**src/rtl/clkgen_wdog_pkg.sv**
```systemverilog
package clkgen_wdog_pkg;
  localparam int TMR_W = 3;
  localparam int DIV_W = 9;

  typedef struct packed {
    logic rcv_sw;
    logic rst_only;
    logic scale_long;
  } wdog_ctl_t;

  localparam wdog_ctl_t CTL_RST = '{rcv_sw: 1'b0, rst_only: 1'b0, scale_long: 1'b1};
endpackage

```
**src/rtl/wdog_rst_sync.sv**
```systemverilog
module wdog_rst_sync (
  input  logic clk,
  input  logic rst_n,
  output logic rst_n_sync
);
  logic [1:0] sync_q;

  always_ff @(posedge clk or negedge rst_n) begin
    if (!rst_n) sync_q <= 2'b00;
    else        sync_q <= {sync_q[0], 1'b1};
  end

  assign rst_n_sync = sync_q[1];
endmodule

```
**src/rtl/wdog_limit.sv**
```systemverilog
module wdog_limit #(
  parameter int TICKS_SHORT = 294,
  parameter int TICKS_LONG  = 2340,
  parameter int CNT_W       = 14
) (
  input  logic [2:0]       tmr_i,
  input  logic             scale_long_i,
  output logic [CNT_W-1:0] limit_o
);
  logic [CNT_W-1:0] unit;

  always_comb begin
    unit    = scale_long_i ? CNT_W'(TICKS_LONG) : CNT_W'(TICKS_SHORT);
    limit_o = CNT_W'(tmr_i) * unit;
  end
endmodule

```
**src/rtl/wdog_cnt.sv**
```systemverilog
module wdog_cnt #(
  parameter int CNT_W = 14
) (
  input  logic             clk,
  input  logic             rst_n,
  input  logic             tick_i,
  input  logic             restart_i,
  input  logic             arm_i,
  input  logic [CNT_W-1:0] limit_i,
  output logic             expire_o
);
  logic [CNT_W-1:0] cnt_q, cnt_d;
  logic             run_q, run_d;
  logic [CNT_W-1:0] cnt_inc;

  always_comb begin
    cnt_inc  = cnt_q + CNT_W'(1);
    cnt_d    = cnt_q;
    run_d    = run_q;
    expire_o = 1'b0;
    if (restart_i) begin
      cnt_d = '0;
      run_d = arm_i;
    end else if (run_q && tick_i) begin
      if (cnt_inc >= limit_i) begin
        expire_o = 1'b1;
        run_d    = 1'b0;
        cnt_d    = '0;
      end else begin
        cnt_d = cnt_inc;
      end
    end
  end

  always_ff @(posedge clk or negedge rst_n) begin
    if (!rst_n) begin
      cnt_q <= '0;
      run_q <= 1'b0;
    end else begin
      cnt_q <= cnt_d;
      run_q <= run_d;
    end
  end

  AST_WRITE_WINS: assert property (@(posedge clk) disable iff (!rst_n)
    restart_i |-> !expire_o);
endmodule

```
**src/rtl/wdog_act.sv**
```systemverilog
module wdog_act #(
  parameter int RST_CYCLES = 16
) (
  input  logic clk,
  input  logic rst_n,
  input  logic expire_i,
  input  logic rst_only_i,
  input  logic alarm_clr_i,
  output logic sys_rst_o,
  output logic reload_o,
  output logic alarm_o
);
  localparam int RC_W = $clog2(RST_CYCLES + 1);

  logic [RC_W-1:0] rc_q, rc_d;
  logic            rl_q, rl_d;
  logic            al_q, al_d;

  always_comb begin
    rc_d = rc_q;
    if (expire_i)          rc_d = RC_W'(RST_CYCLES);
    else if (rc_q != '0)   rc_d = rc_q - RC_W'(1);
    rl_d = expire_i && !rst_only_i;
    al_d = al_q;
    if (expire_i)          al_d = 1'b1;
    else if (alarm_clr_i)  al_d = 1'b0;
  end

  always_ff @(posedge clk or negedge rst_n) begin
    if (!rst_n) begin
      rc_q <= '0;
      rl_q <= 1'b0;
      al_q <= 1'b0;
    end else begin
      rc_q <= rc_d;
      rl_q <= rl_d;
      al_q <= al_d;
    end
  end

  assign sys_rst_o = (rc_q != '0);
  assign reload_o  = rl_q;
  assign alarm_o   = al_q;

  AST_RELOAD_ONE: assert property (@(posedge clk) disable iff (!rst_n)
    reload_o |=> !reload_o);
  AST_RELOAD_IN_RST: assert property (@(posedge clk) disable iff (!rst_n)
    reload_o |-> sys_rst_o);
  AST_ALARM_HOLD: assert property (@(posedge clk) disable iff (!rst_n)
    (alarm_o && !alarm_clr_i) |=> alarm_o);
endmodule

```
**src/rtl/clkgen_wdog.sv**
```systemverilog
module clkgen_wdog
  import clkgen_wdog_pkg::*;
#(
  parameter int TICKS_SHORT = 294,
  parameter int TICKS_LONG  = 2340,
  parameter int RST_CYCLES  = 16
) (
  input  logic             clk,
  input  logic             rst_n,
  input  logic             tick_i,
  input  logic             tmr_we_i,
  input  logic [TMR_W-1:0] tmr_wdata_i,
  input  logic             ctl_we_i,
  input  logic [2:0]       ctl_wdata_i,
  input  logic [DIV_W-1:0] hw_div_i,
  input  logic [DIV_W-1:0] sw_div_i,
  output logic             sys_rst_o,
  output logic             alarm_o,
  output logic             reload_o,
  output logic [DIV_W-1:0] rcv_div_o
);
  localparam int MAX_TICKS = 7 * TICKS_LONG;
  localparam int CNT_W     = $clog2(MAX_TICKS + 1);

  logic             rst_s;
  logic [TMR_W-1:0] tmr_q, tmr_d;
  wdog_ctl_t        ctl_q, ctl_d;
  logic [CNT_W-1:0] limit;
  logic             expire;
  logic             alarm_clr;

  wdog_rst_sync u_sync (.clk(clk), .rst_n(rst_n), .rst_n_sync(rst_s));

  always_comb begin
    tmr_d = tmr_q;
    ctl_d = ctl_q;
    if (tmr_we_i) tmr_d = tmr_wdata_i;
    if (ctl_we_i) ctl_d = wdog_ctl_t'(ctl_wdata_i);
  end

  always_ff @(posedge clk or negedge rst_s) begin
    if (!rst_s) begin
      tmr_q <= '0;
      ctl_q <= CTL_RST;
    end else begin
      tmr_q <= tmr_d;
      ctl_q <= ctl_d;
    end
  end

  assign alarm_clr = tmr_we_i && (tmr_wdata_i == '0);

  wdog_limit #(.TICKS_SHORT(TICKS_SHORT), .TICKS_LONG(TICKS_LONG), .CNT_W(CNT_W)) u_lim (
    .tmr_i(tmr_q), .scale_long_i(ctl_q.scale_long), .limit_o(limit));

  wdog_cnt #(.CNT_W(CNT_W)) u_cnt (
    .clk(clk), .rst_n(rst_s), .tick_i(tick_i), .restart_i(tmr_we_i),
    .arm_i(tmr_wdata_i != '0), .limit_i(limit), .expire_o(expire));

  wdog_act #(.RST_CYCLES(RST_CYCLES)) u_act (
    .clk(clk), .rst_n(rst_s), .expire_i(expire), .rst_only_i(ctl_q.rst_only),
    .alarm_clr_i(alarm_clr), .sys_rst_o(sys_rst_o), .reload_o(reload_o),
    .alarm_o(alarm_o));

  assign rcv_div_o = ctl_q.rcv_sw ? sw_div_i : hw_div_i;

  AST_IDLE_NO_FIRE: assert property (@(posedge clk) disable iff (!rst_s)
    (tmr_q == '0) |-> !expire);
  AST_FIRE_PULSE: assert property (@(posedge clk) disable iff (!rst_s)
    expire |=> (sys_rst_o && alarm_o));
endmodule

```
**config.mk**
```make
export PLATFORM = sky130hd
export DESIGN_NAME = clkgen_wdog
export DESIGN_NICKNAME = d
export VERILOG_FILES = /design/src/rtl/clkgen_wdog_pkg.sv /design/src/rtl/wdog_rst_sync.sv /design/src/rtl/wdog_limit.sv /design/src/rtl/wdog_cnt.sv /design/src/rtl/wdog_act.sv /design/src/rtl/clkgen_wdog.sv
export SDC_FILE = /design/constraint.sdc
export NUM_CORES = 1
export LEC_CHECK = 0
export ABC_CLOCK_PERIOD_IN_PS = 1700
export BUFFER_PORTS_ARGS = -buffer_cell sky130_fd_sc_hd__clkbuf_2
export CORE_AREA = 4 4 70 78
export CTS_CLUSTER_DIAMETER = 40
export CTS_CLUSTER_SIZE = 40
export DETAILED_ROUTE_END_ITERATION = 6
export DIE_AREA = 0 0 74 82
export PLACE_DENSITY_LB_ADDON = 0.1
export SETUP_SLACK_MARGIN = 0.05
export SLEW_MARGIN = 20
export SYNTH_ARGS = -nofsm -noshare
export SYNTH_HDL_FRONTEND = slang
export SYNTH_SLANG_ARGS = --single-unit
```
**constraint.sdc**
```tcl
create_clock -name clk -period 1.7 [get_ports clk]
set_clock_uncertainty 0.1 [all_clocks]
set_input_delay 0.34 -clock clk [delete_from_list [all_inputs] [get_ports clk]]
set_output_delay 0.34 -clock clk [all_outputs]
set_load 0.01 [all_outputs]
```
After elaboration in Yosys (flattened, before gate mapping)
Cells that the tools add are included.
{ "word_totals": {"ff_bits": 30, "in_bits": 29, "out_inout_bits": 12, "elab_cells": 41} }
{ "classes": {"addsub": 2, "n_mul": 1, "n_lt_le_gt_ge": 1, "muxes": 15, "n_reduce_logical": 12} }
{ "op_table": {"columns": ["cell", "n"], "rows": [
  ["14-bit two-way mux", 3],
  ["14-bit by 1-bit adder with 14-bit output (second input constant)", 1],
  ["14-bit >= comparator", 1],
  ["3-bit by 14-bit multiplier with 14-bit output", 1],
  ["12-bit two-way mux", 1],
  ["5-bit two-way mux", 2],
  ["9-bit two-way mux", 1],
  ["1-bit two-way mux", 8],
  ["2-bit nonzero test", 4],
  ["5-bit nonzero test", 1],
  ["5-bit by 1-bit subtractor with 5-bit output (second input constant)", 1],
  ["1-bit logical AND", 3],
  ["3-bit logical NOT", 1],
  ["3-bit nonzero test", 1],
  ["2-bit AND reduction", 1],
  ["1-bit logical NOT", 1]
]} }

Depth between registers and ports, before layout
Gate-level depths: netlist of run 1.
{ "logic_depth": {"ltp_word": 7, "ltp_mapped": 16, "ltp_nobuf": 15} }

Cells and area by module
Synthesis of run 1 repeated with hierarchy kept, for this count alone.
{ "hier_totals": {"hier_cells": 231, "hier_area_um2": 2268.4} }
{ "modules_own_cells": {"columns": ["mod", "instances", "cells_per_inst", "area_per_inst_um2", "seq_area_each_um2"], "rows": [
  ["wdog_cnt", 1, 142, 1263.7, 375.4],
  ["clkgen_wdog", 1, 24, 380.4, 151.4],
  ["wdog_act", 1, 30, 329.1, 175.2],
  ["wdog_limit", 1, 32, 241.5, 0.0],
  ["wdog_rst_sync", 1, 3, 53.8, 50.0]
]} }

Worst setup path after synthesis of run 1
No wires, ideal clock.
{ "synth_path": {"kind": "register -> register", "from": "register tmr_q[2]", "to": "register u_cnt.cnt_q[3]", "setup_ps": 122, "arrival_time_ps": 3107, "t_required_ps": 1478, "slack_ps": -1629, "stages_incl_launch_ff": 17, "path_buffers": 1, "period_less_slack_ps": 3329, "cell_sequence": "dfrtp_1 inv_1 nor2_1 ha_1 ha_1 inv_1 fa_1 nor2_1 xor2_1 nand2_1 ha_1 nand4_1 nor3_1 a41oi_2 and3_4 buf_6 a32o_1"} }
{ "synth_via": {"elab_chain_len": 5} }
{ "synth_lines": {"columns": ["item", "line", "text"], "rows": [
  ["from (decl)", "clkgen_wdog.sv:26", "logic [TMR_W-1:0] tmr_q, tmr_d;"],
  ["from (signal assigned)", "clkgen_wdog.sv:46", "tmr_q <= tmr_d;"],
  ["3-bit by 14-bit multiplier with 14-bit output", "wdog_limit.sv:14", "limit_o = CNT_W'(tmr_i) * unit;"],
  ["14-bit >= comparator", "wdog_cnt.sv:25", "if (cnt_inc >= limit_i) begin"],
  ["14-bit two-way mux", "wdog_cnt.sv:25", null],
  ["14-bit two-way mux", "wdog_cnt.sv:24", "end else if (run_q && tick_i) begin"],
  ["14-bit two-way mux", "wdog_cnt.sv:21", "if (restart_i) begin"],
  ["to (signal assigned)", "wdog_cnt.sv:40", "cnt_q <= cnt_d;"],
  ["to (decl)", "wdog_cnt.sv:12", "logic [CNT_W-1:0] cnt_q, cnt_d;"]
]} }
No other way between the ends. The select of a mux whose other input is x is not followed.
A chain may end at the register's enable or synchronous reset.

Final worst setup path of run 1
{ "layout_path": {"from": "register ctl_q[0] (netlist name)", "to": "register u_act.rc_q[4]"} }
{ "layout_via": {"elab_chain_len": 7, "word_cells_on_any_way": 8, "classes_between": "1 x mul; 1 x order compare; 5 x mux; 1 x reduce/logical"} }
{ "layout_lines": {"columns": ["item", "line", "text"], "rows": [
  ["from (decl)", "clkgen_wdog.sv:27", "wdog_ctl_t ctl_q, ctl_d;"],
  ["from (signal assigned)", "clkgen_wdog.sv:47", "ctl_q <= ctl_d;"],
  ["12-bit two-way mux *", "wdog_limit.sv:13", "unit = scale_long_i ? CNT_W'(TICKS_LONG) : CNT_W'(TICKS_SHORT);"],
  ["3-bit by 14-bit multiplier with 14-bit output *", "wdog_limit.sv:14", null],
  ["14-bit >= comparator *", "wdog_cnt.sv:25", null],
  ["1-bit two-way mux *", "wdog_cnt.sv:25", null],
  ["1-bit two-way mux *", "wdog_cnt.sv:24", null],
  ["1-bit two-way mux *", "wdog_cnt.sv:21", null],
  ["5-bit two-way mux or 2-bit nonzero test (tied branches)", null, null],
  ["to (signal assigned)", "wdog_act.sv:35", "rc_q <= rc_d;"],
  ["to (decl)", "wdog_act.sv:15", "logic [RC_W-1:0] rc_q, rc_d;"]
]} }
Every way passes the cells marked *; elsewhere a longest branch is shown, timed or not.

==> metrics.txt, run 1 <==
outcome complete, but fails checks; failing checks setup timing; most frequent cells after synthesis dfrtp_1, ha_1, nand2_1; Remaining DRCs 0; Synth cell types 37; Vias 1816; Setup Total Neg Slack -34.39 ns; CTS tree done; gpl congestion 0.868; Worst Path Max Fanout 8; First-pass DRT Iterations 4; Seq cells post-synth 30; crit path kind reg -> reg; Leakage roughly 1.4 nW; final period utilization 194%; pin count of the biggest net entering global routing 17; fin cells 346; most frequent cell after synthesis dfrtp_1; Routed Antenna Nets 0; DR WL met2 2.43 mm; post-synthesis sequential area ratio 37.0%; Critical Path Sink u_act.rc_q[4]; Routed WL 5.04 mm; gr usage total between 10% and 20%; average wire per standard cell 14.6 um; # diodes 0; area leader, netlist dfrtp_1; clock transition at the registers of the reported paths 0.07 ns; syn nets around 250; Startpoint Class register; filler instances between 300 and 400; CTS sink count 30; Final setup viols 23; fin nets between 300 and 400; FFs w/ async S/R, synth 100%; synthesized area 2030 um^2; CTS buffer count 5; first-pass GRT wire length approximately 8.4 mm; DR top layer met4; Area after DPL ~2600 um^2; synth warn 0; GRT Residual Overflow 0; I/O pins 41; crit path launch ctl_q[0]; worst-case reg-to-reg path depth 16; die height 82 um; Layout area overhead 42.4%; Syn Inst Count between 150 and 200; DP Cell Count between 300 and 400; critical path arrival approximately 3.4 ns; CTS H-Tree Depth 2; Post-synth EDFFs 0; reg2reg start ctl_q[0]; Min Clock Period, post-route roughly 3.3 ns; HP Class reg -> async; DR iter-0 viols 56; hpwl dp 3.80 mm; RR Endpoint u_act.rc_q[4]; Primary FF master, synth dfrtp_1; site row count 26; vias in the first global route about 1900; core box area ~4700 um^2; final hold vios 0; PortBufs 40; CP Capture Type register; layout cells sized above 1 between 40 and 50%; initial core utilization 43.7%; Root Buffer clkbuf_8; fmax ~0.3 GHz; VDD IR max around 0.76 mV; width of the die 74 um; die area between 6000 and 7000 um^2; share of the synthesized area in the top cell type 35.7%; Max clock buf depth 2; met1 wire length 2.19 mm; setup ws final -1.60 ns; PD cells roughly 900 nW/um^2; max cap viols 0; FF-to-FF setup slack -1.60 ns; max-slew violation count 0; RSZ-0062 raised after global routing yes; top cells by area, synth dfrtp_1, ha_1, mux2_2; initial antenna violation count 0; Worst-Skew Late Latency ~0.29 ns; Finished Cell Area 2890 um^2; Vias/cell about 5.2; Avg Cell Area, Syn 10.3 um^2; Critical Path RT 1.77 ns; met3 WL 315 um
## worst max-delay path: stages (launching register included)
cell and delay (ns):
dfstp_2 0.53, nor2_1 0.04, ha_1 0.27, ha_2 0.18, inv_2 0.04, fa_2 0.38, nor2_2 0.13, xor2_1 0.15
nand2_1 0.07, ha_1 0.28, a21oi_1 0.17, nor2_1 0.07, a211oi_2 0.15, buf_4 0.17, a311oi_4 0.09, buf_6 0.15
a211o_1 0.21
## registers in the layout, summed over array words and instances, names as in the netlist
register / count
ctl_q: 3
tmr_q: 3
u_act.alarm_o: 1
u_act.rc_q: 5
u_act.reload_o: 1
u_cnt.cnt_q: 14
u_cnt.run_q: 1
u_sync.sync_q: 2
## kinds of logic (layout without fill, tap and decap cells)
logic type,after synthesis,after routing,synth area share [%]
AO/OA/AOI/OAI,33,33,13.7
multiplexers,14,14,7.76
AND/OR/NAND/NOR,63,63,16.3
other,1,1,0.185
flip-flops,30,30,37.0
buffers and inverters,17,109,3.57
XOR/XNOR,19,19,8.19
adder cells (fa/ha/maj),21,21,13.3
## cells in the final DEF, fill, tap and decap left out, types with 5 or more instances in the layout
master	n
a21oi_1	7
a32o_1	11
buf_4	46
buf_6	5
clkbuf_2	37
clkbuf_8	6
dfrtp_1	28
ha_1	17
inv_1	7
mux2_2	10
nand2_1	19
nand3_1	5
nand4_1	8
nor2_1	12
xnor2_1	13
xor2_1	6
## worst min path at each step
stage,end,slack (ns),cells after the start
floorplan,u_sync.sync_q[0],-0.06,0
global placement,u_sync.sync_q[0],0.03,1
detailed placement,u_sync.sync_q[1],0.03,1
CTS,u_act.alarm_o,0.09,1
global route,u_act.alarm_o,0.13,1
finish,u_act.alarm_o,0.09,1
## routing by layer
layer / global-route usage, % / vias up
li1: - / 897
met1: 21.9 / 850
met2: 30.9 / 60
met3: 4.90 / 9
met4: 7.43 / 0
met5: 0 / -
## area by class of cell
| type | instances | area, um^2 | area share (%) |
|---|---|---|---|
| inverters | 11 | 41.3 | 1.43 |
| repair buffers | 90 | 602 | 20.8 |
| well taps | 56 | 70.1 | 2.42 |
| flip-flops and latches | 30 | 753 | 26.0 |
| multi-input cells | 151 | 1280 | 44.4 |
| clock buffers | 6 | 82.6 | 2.85 |
| clock inverters | 2 | 60.1 | 2.08 |
## per-stage QoR
step                hold slack (ns)  worst slack [ns]  power [mW]  utilization [%]
floorplan                   -0.0556             -1.54        1.29                -
global placement             0.0268             -1.60        1.52             55.1
detailed placement           0.0265             -1.73        1.53             55.1
CTS                          0.0942             -1.65        2.57             61.1
global route                  0.127             -1.80        2.77             62.2
finish                       0.0887             -1.60        2.61             62.2
## where the power goes
group          leakage (nW)  switching, mW  internal, mW
Clock                0.0714          0.280         0.625
Sequential            0.383         0.0961         0.804
Combinational         0.964          0.356         0.451
## timing repair
| action | CTS | global route |
|---|---|---|
| endpoints found under the hold margin | 2 | 0 |
| buffers inserted | 8 | 3 |
| hold buffers | 1 | 0 |
| pin swaps | 8 | 6 |
| setup endpoints to repair | 32 | 32 |
| gates resized for setup | 21 | 10 |
No activity file was read; power rests on OpenSTA's default activity.
==> inputs of run 2 (changes only) <==
ABC_CLOCK_PERIOD_IN_PS = 4300   (was 1700)
clock period = 4.3 ns   (was 1.7 ns; I/O delays follow)
==> run 2 against run 1 <==
The flow now finishes without violations; register-to-register slack improved by 2.3 ns; utilization is 11 points lower; critical path depth decreased by 1; global-route usage shrank 1.0 points; maximum frequency down 8.7%; first-iteration DRC count rose by 43%; worst setup slack improved by 2.3 ns; count of clock-buffer cells in the layout is the same; wire length is 9.0% lower; cell area down 18%; worst hold slack better by 0.082 ns; cell count shrank 14%; critical path type unchanged; highest routed layer unchanged.
==> metrics.txt, run 2 (synthesized netlist as in run 1, its figures left out) <==
outcome finished, final reports clean; Routed WL about 4.6 mm; CP cell instances inv_1 -> nor2_1 -> ha_1 -> ha_1 -> inv_1 -> fa_1 -> nor2_1 -> xor2_1 -> nand2_1 -> ha_1 -> nand4_1 -> nor3_1 -> a41oi_2 -> a311oi_4 -> nor2b_1; most common cell after layout, fill and taps aside clkbuf_2; Vias/cell 5.49; Layout area overhead 17.4%; Setup Total Neg Slack 0 ns; DR iter-0 viols 80; fin nets between 200 and 300; vias in the first global route between 1500 and 2000; critical path arrival between 3 and 4 ns; gr usage total 17.3%; HP Class reg -> async; # diodes 0; Max clock buf depth 2; crit-path most repeated cell ha_1; CTS buffer count 5; width of the die roughly 74 um; initial antenna violation count 0; PD cells approximately 340 nW/um^2; site row count 26; First-pass DRT Iterations 4; crit path kind reg -> reg; first-pass GRT wire length 8.09 mm; CTS sink count 30; Crit-path slowest cell dfrtp_1; number of flip-flops under the largest register name 14; gpl congestion 0.882; setup ws final around 0.69 ns; Final setup viols 0; CP Capture Type register; FF-to-FF setup slack around 0.7 ns; Vias about 1600; DP Cell Count 290; I/O pins 41; Worst-Margin Slew 0.705 ns; DP Worst Slack around 0.72 ns; most flop-heavy register u_cnt.cnt_q; Startpoint Class register; clock transition at the registers of the reported paths 0.07 ns; fmax 0.277 GHz; layout cells sized above 1 between 30% and 40%; fin util a little over 50%; post-CTS setup buffer count 0; CTS H-Tree Depth 2; pin count of the biggest net entering global routing 16; hold_buf cts 0; Leakage approximately 1.1 nW; max-slew violation count 0; Pwr Total roughly 0.80 mW; Top delay family on crit path adder cells; top flop regs u_cnt.cnt_q (14), u_act.rc_q (5); initial core utilization a little over two fifths; final hold vios 0; Worst slew margin 53.0%; crit path buf inv count 2; Min Clock Period, post-route roughly 3.6 ns; die height about 82 um; CTS tree done; fin cells 298; Remaining DRCs 0; max cap viols 0; hpwl dp roughly 3.6 mm; PortBufs 40; Worst Path Max Fanout 8; average wire per standard cell between 15 and 20 um; cts repair resizes 0; die area around 6000 um^2; Critical Path RT 4.41 ns; Routed Antenna Nets 0; core box area ~4700 um^2; VDD IR max 0.213 mV; Root Buffer clkbuf_8; Worst-Skew Late Latency 0.28 ns; GRT Residual Overflow 0; slowest stage delay, CP 0.45 ns; final period utilization a little over four fifths; RSZ-0062 raised after global routing no; most frequent cells in the layout clkbuf_2, dfrtp_1, nand2_1, ha_1, mux2_2
-- run 2: final timing paths --
kind                       cells after the start          endpoint        startpoint
hold / removal                                 0     u_act.rc_q[4]  u_sync.sync_q[1]
max in group asynchronous                      1          ctl_q[0]  u_sync.sync_q[1]
setup reg to reg                              15    u_act.reload_o          tmr_q[2]
setup / recovery                              15    u_act.reload_o          tmr_q[2]
hold reg to reg                                0     u_act.rc_q[4]  u_sync.sync_q[1]
min in group clk                               0  u_sync.sync_q[1]  u_sync.sync_q[0]
-- run 2: per-stage QoR --
| step | hold slack (ns) | area, um^2 |
|---|---|---|
| detailed placement | 0.197 | 2290 |
| global placement | 0.196 | 2290 |
| floorplan | 0.231 | 2030 |
| global route | 0.232 | 2380 |
| CTS | 0.204 | 2380 |
| finish | 0.171 | 2380 |
-- run 2: routing by layer --
layer / routed length (um) / global-route usage [%] / vias to the layer above / part of all wire, %
li1: - / - / 797 / -
met1: 2070 / 22.8 / 762 / 45
met2: 2140 / 28.1 / 70 / 47
met3: 313 / 4.41 / 8 / 6.8
met4: 60 / 4.53 / 0 / 1.3
met5: 0 / 0 / - / 0
-- run 2: power breakdown --
part / internal [mW] / switching [mW] / total, mW / leakage, nW
sequential: 0.317 / 0.0422 / 0.360 / 0.384
combinational: 0.102 / 0.0998 / 0.202 / 0.698
clock: 0.129 / 0.115 / 0.243 / 0.0472
total: 0.548 / 0.257 / 0.805 / 1.13
-- run 2: cell type report --
type                    instances  area (um^2)
well taps                      56         70.1
clock inverters                 2         12.5
flip-flops and latches         30          752
clock buffers                   6         82.6
fillers                       435         2270
repair buffers                 42          215
multi-input cells             151         1210
inverters                      11         41.3
==> inputs of run 3 (changes only) <==
ABC_CLOCK_PERIOD_IN_PS = 3040   (was 4300)
clock period = 3.04 ns   (was 4.3 ns; I/O delays follow)
==> run 3 against run 2 <==
The run now ends with setup timing left; largest power group unchanged; total power up 53%; wire length up 2.5%; first-iteration DRC count down 29%; critical endpoint is now u_cnt.cnt_q[5]; cell area up 6.6%; sequential share of layout area down 1.9 points; die area unchanged; worst hold slack worse by 0.037 ns.
==> metrics.txt, run 3 (synthesized netlist as in run 1, its figures left out) <==
outcome complete, but fails checks; CTS buffer count 5; DR iter-0 viols 57; die height around 80 um; reg2reg start ctl_q[0]; fmax 0.299 GHz; Top delay family on crit path adder cells; initial antenna violation count 0; RSZ-0062 raised after global routing yes; final period utilization 110%; slowest stage delay, CP 0.53 ns; Startpoint Class register; Routed Antenna Nets 0; most flop-heavy register u_cnt.cnt_q; Max clock buf depth 2; worst hold slack about 0.13 ns; site row count 26; crit path launch ctl_q[0]; initial core utilization a little over two fifths; Remaining DRCs 0; Leakage around 1.2 nW; critical path arrival 3.41 ns; Critical Path Sink u_cnt.cnt_q[5]; max-slew violation count 0; Worst Path Max Fanout 11; CP Capture Type register; Root Buffer clkbuf_8; VDD IR max roughly 0.34 mV; Crit-path slowest cell dfstp_2; clock transition at the registers of the reported paths 0.07 ns; Vias roughly 1700; PortBufs 40; most frequent cells in the layout clkbuf_2, dfrtp_1, nand2_1, ha_1, mux2_2; failing checks setup timing; fin nets about 300; crit path kind reg -> reg; Crit. path cell count 14; Vias/cell between 5 and 6; Worst slew margin 62.1%; crit-path most repeated cell nor2_1; DP Worst Slack -0.329 ns; number of flip-flops under the largest register name 14; HP Class reg -> async; Min Clock Period, post-route 3.34 ns; most common cell after layout, fill and taps aside clkbuf_2; core box area 4650 um^2; hpwl dp approximately 3.6 mm; CTS tree done; pin count of the biggest net entering global routing 16; Pwr Total between 1 and 1.5 mW; top flop regs u_cnt.cnt_q (14), u_act.rc_q (5); Final setup viols 22; gr usage total between 10% and 20%; DP Cell Count 300; fin cells 311; FF-to-FF setup slack -0.30 ns; area of the multi-input gates roughly 1200 um^2; width of the die 74 um; filler instances 423; gpl congestion 0.846; Worst-Margin Slew around 0.57 ns; max cap viols 0; first-pass GRT wire length roughly 7.9 mm; layout cells sized above 1 ~38%; worst-case reg-to-reg path depth 14; final hold vios 0; First-pass DRT Iterations 4; crit path buf inv count 1; # diodes 0; RR Endpoint u_cnt.cnt_q[5]; I/O pins 41; PD cells 483 nW/um^2; Layout area overhead 25.1%; Setup Total Neg Slack -5.65 ns; GRT Residual Overflow 0; Critical Path RT 3.11 ns; die area roughly 6000 um^2; CTS H-Tree Depth 2; CTS sink count 30; vias in the first global route between 1500 and 2000; Routed WL approximately 4.7 mm; Worst-Skew Late Latency 0.28 ns; average wire per standard cell ~15 um; CP cell instances nor2_1 -> ha_1 -> ha_2 -> inv_2 -> fa_2 -> nor2_2 -> xor2_1 -> nand2_1 -> ha_4 -> nand4_1 -> nor2_1 -> a41oi_2 -> and3_4 -> a32o_1; setup ws final -0.301 ns; register area roughly 750 um^2
[run 3: changes by cell type in the layout (fill, tap and decap cells not counted), moves of 2 or more]
cell     previous run  this run
inv_1              11         9
nor2b_1             5         3
ha_1               20        18
inv_2               0         2
o21ai_1             0         4
o21ai_0             7         3
buf_4               2        13
[run 3: layout make-up]
class / instances / area share, %
Tap cell: 56 / 2.76
Sequential cell: 30 / 29.6
Inverter: 11 / 1.62
Clock inverter: 3 / 1.58
Clock buffer: 5 / 2.71
Timing Repair Buffer: 55 / 12.6
Multi-Input combinational cell: 151 / 49.2
[run 3: worst register-to-register path: cells and delay by family (launching register included)]
kind | cells | cell delay (ns)
AO/OA/AOI/OAI | 2 | 0.47
flip-flops | 1 | 0.53
XOR/XNOR | 1 | 0.13
adder cells (fa/ha/maj) | 4 | 1.11
AND/OR/NAND/NOR | 6 | 0.85
buffers and inverters | 1 | 0.04
[run 3: power by group]
part,switching [mW],total (mW),internal [mW]
Combinational,0.158,0.326,0.167
Clock,0.160,0.401,0.241
Sequential,0.0516,0.501,0.449
[run 3: worst min path at each step]
stage	from	slack, ns	cells past startpoint	endpoint
2_1_floorplan	rst_n	0.21	0	u_sync.sync_q[0]
3_3_place_gp	u_sync.sync_q[1]	0.17	0	u_act.reload_o
3_5_place_dp	u_sync.sync_q[1]	0.16	0	u_act.alarm_o
4_1_cts	u_sync.sync_q[1]	0.17	0	ctl_q[1]
5_1_grt	u_sync.sync_q[1]	0.22	0	tmr_q[1]
6_report	u_sync.sync_q[1]	0.13	0	ctl_q[1]
[run 3: layer usage]
| metal | vias to the layer above | share of wire (%) | global-route usage [%] |
|---|---|---|---|
| li1 | 825 | - | - |
| met1 | 782 | 45 | 21.9 |
| met2 | 58 | 46 | 27.6 |
| met3 | 9 | 6.5 | 4.90 |
| met4 | 0 | 1.7 | 4.35 |
| met5 | - | 0 | 0 |
[run 3: metrics by stage]
| stage | utilization, % | area, um^2 |
|---|---|---|
| 6_report | 54.6 | 2540 |
| 5_1_grt | 54.6 | 2540 |
| 4_1_cts | 54.1 | 2510 |
| 3_5_place_dp | 50.9 | 2370 |
| 3_3_place_gp | 50.9 | 2370 |
| 2_1_floorplan | - | 2040 |
[run 3: repair_timing]
action / in CTS / in global routing
resized for setup: 9 / 4
hold endpoints to repair: 2 / 0
buffers inserted: 2 / 0
pin swaps: 9 / 9
setup endpoints to repair: 22 / 22
hold buffers: 1 / 0
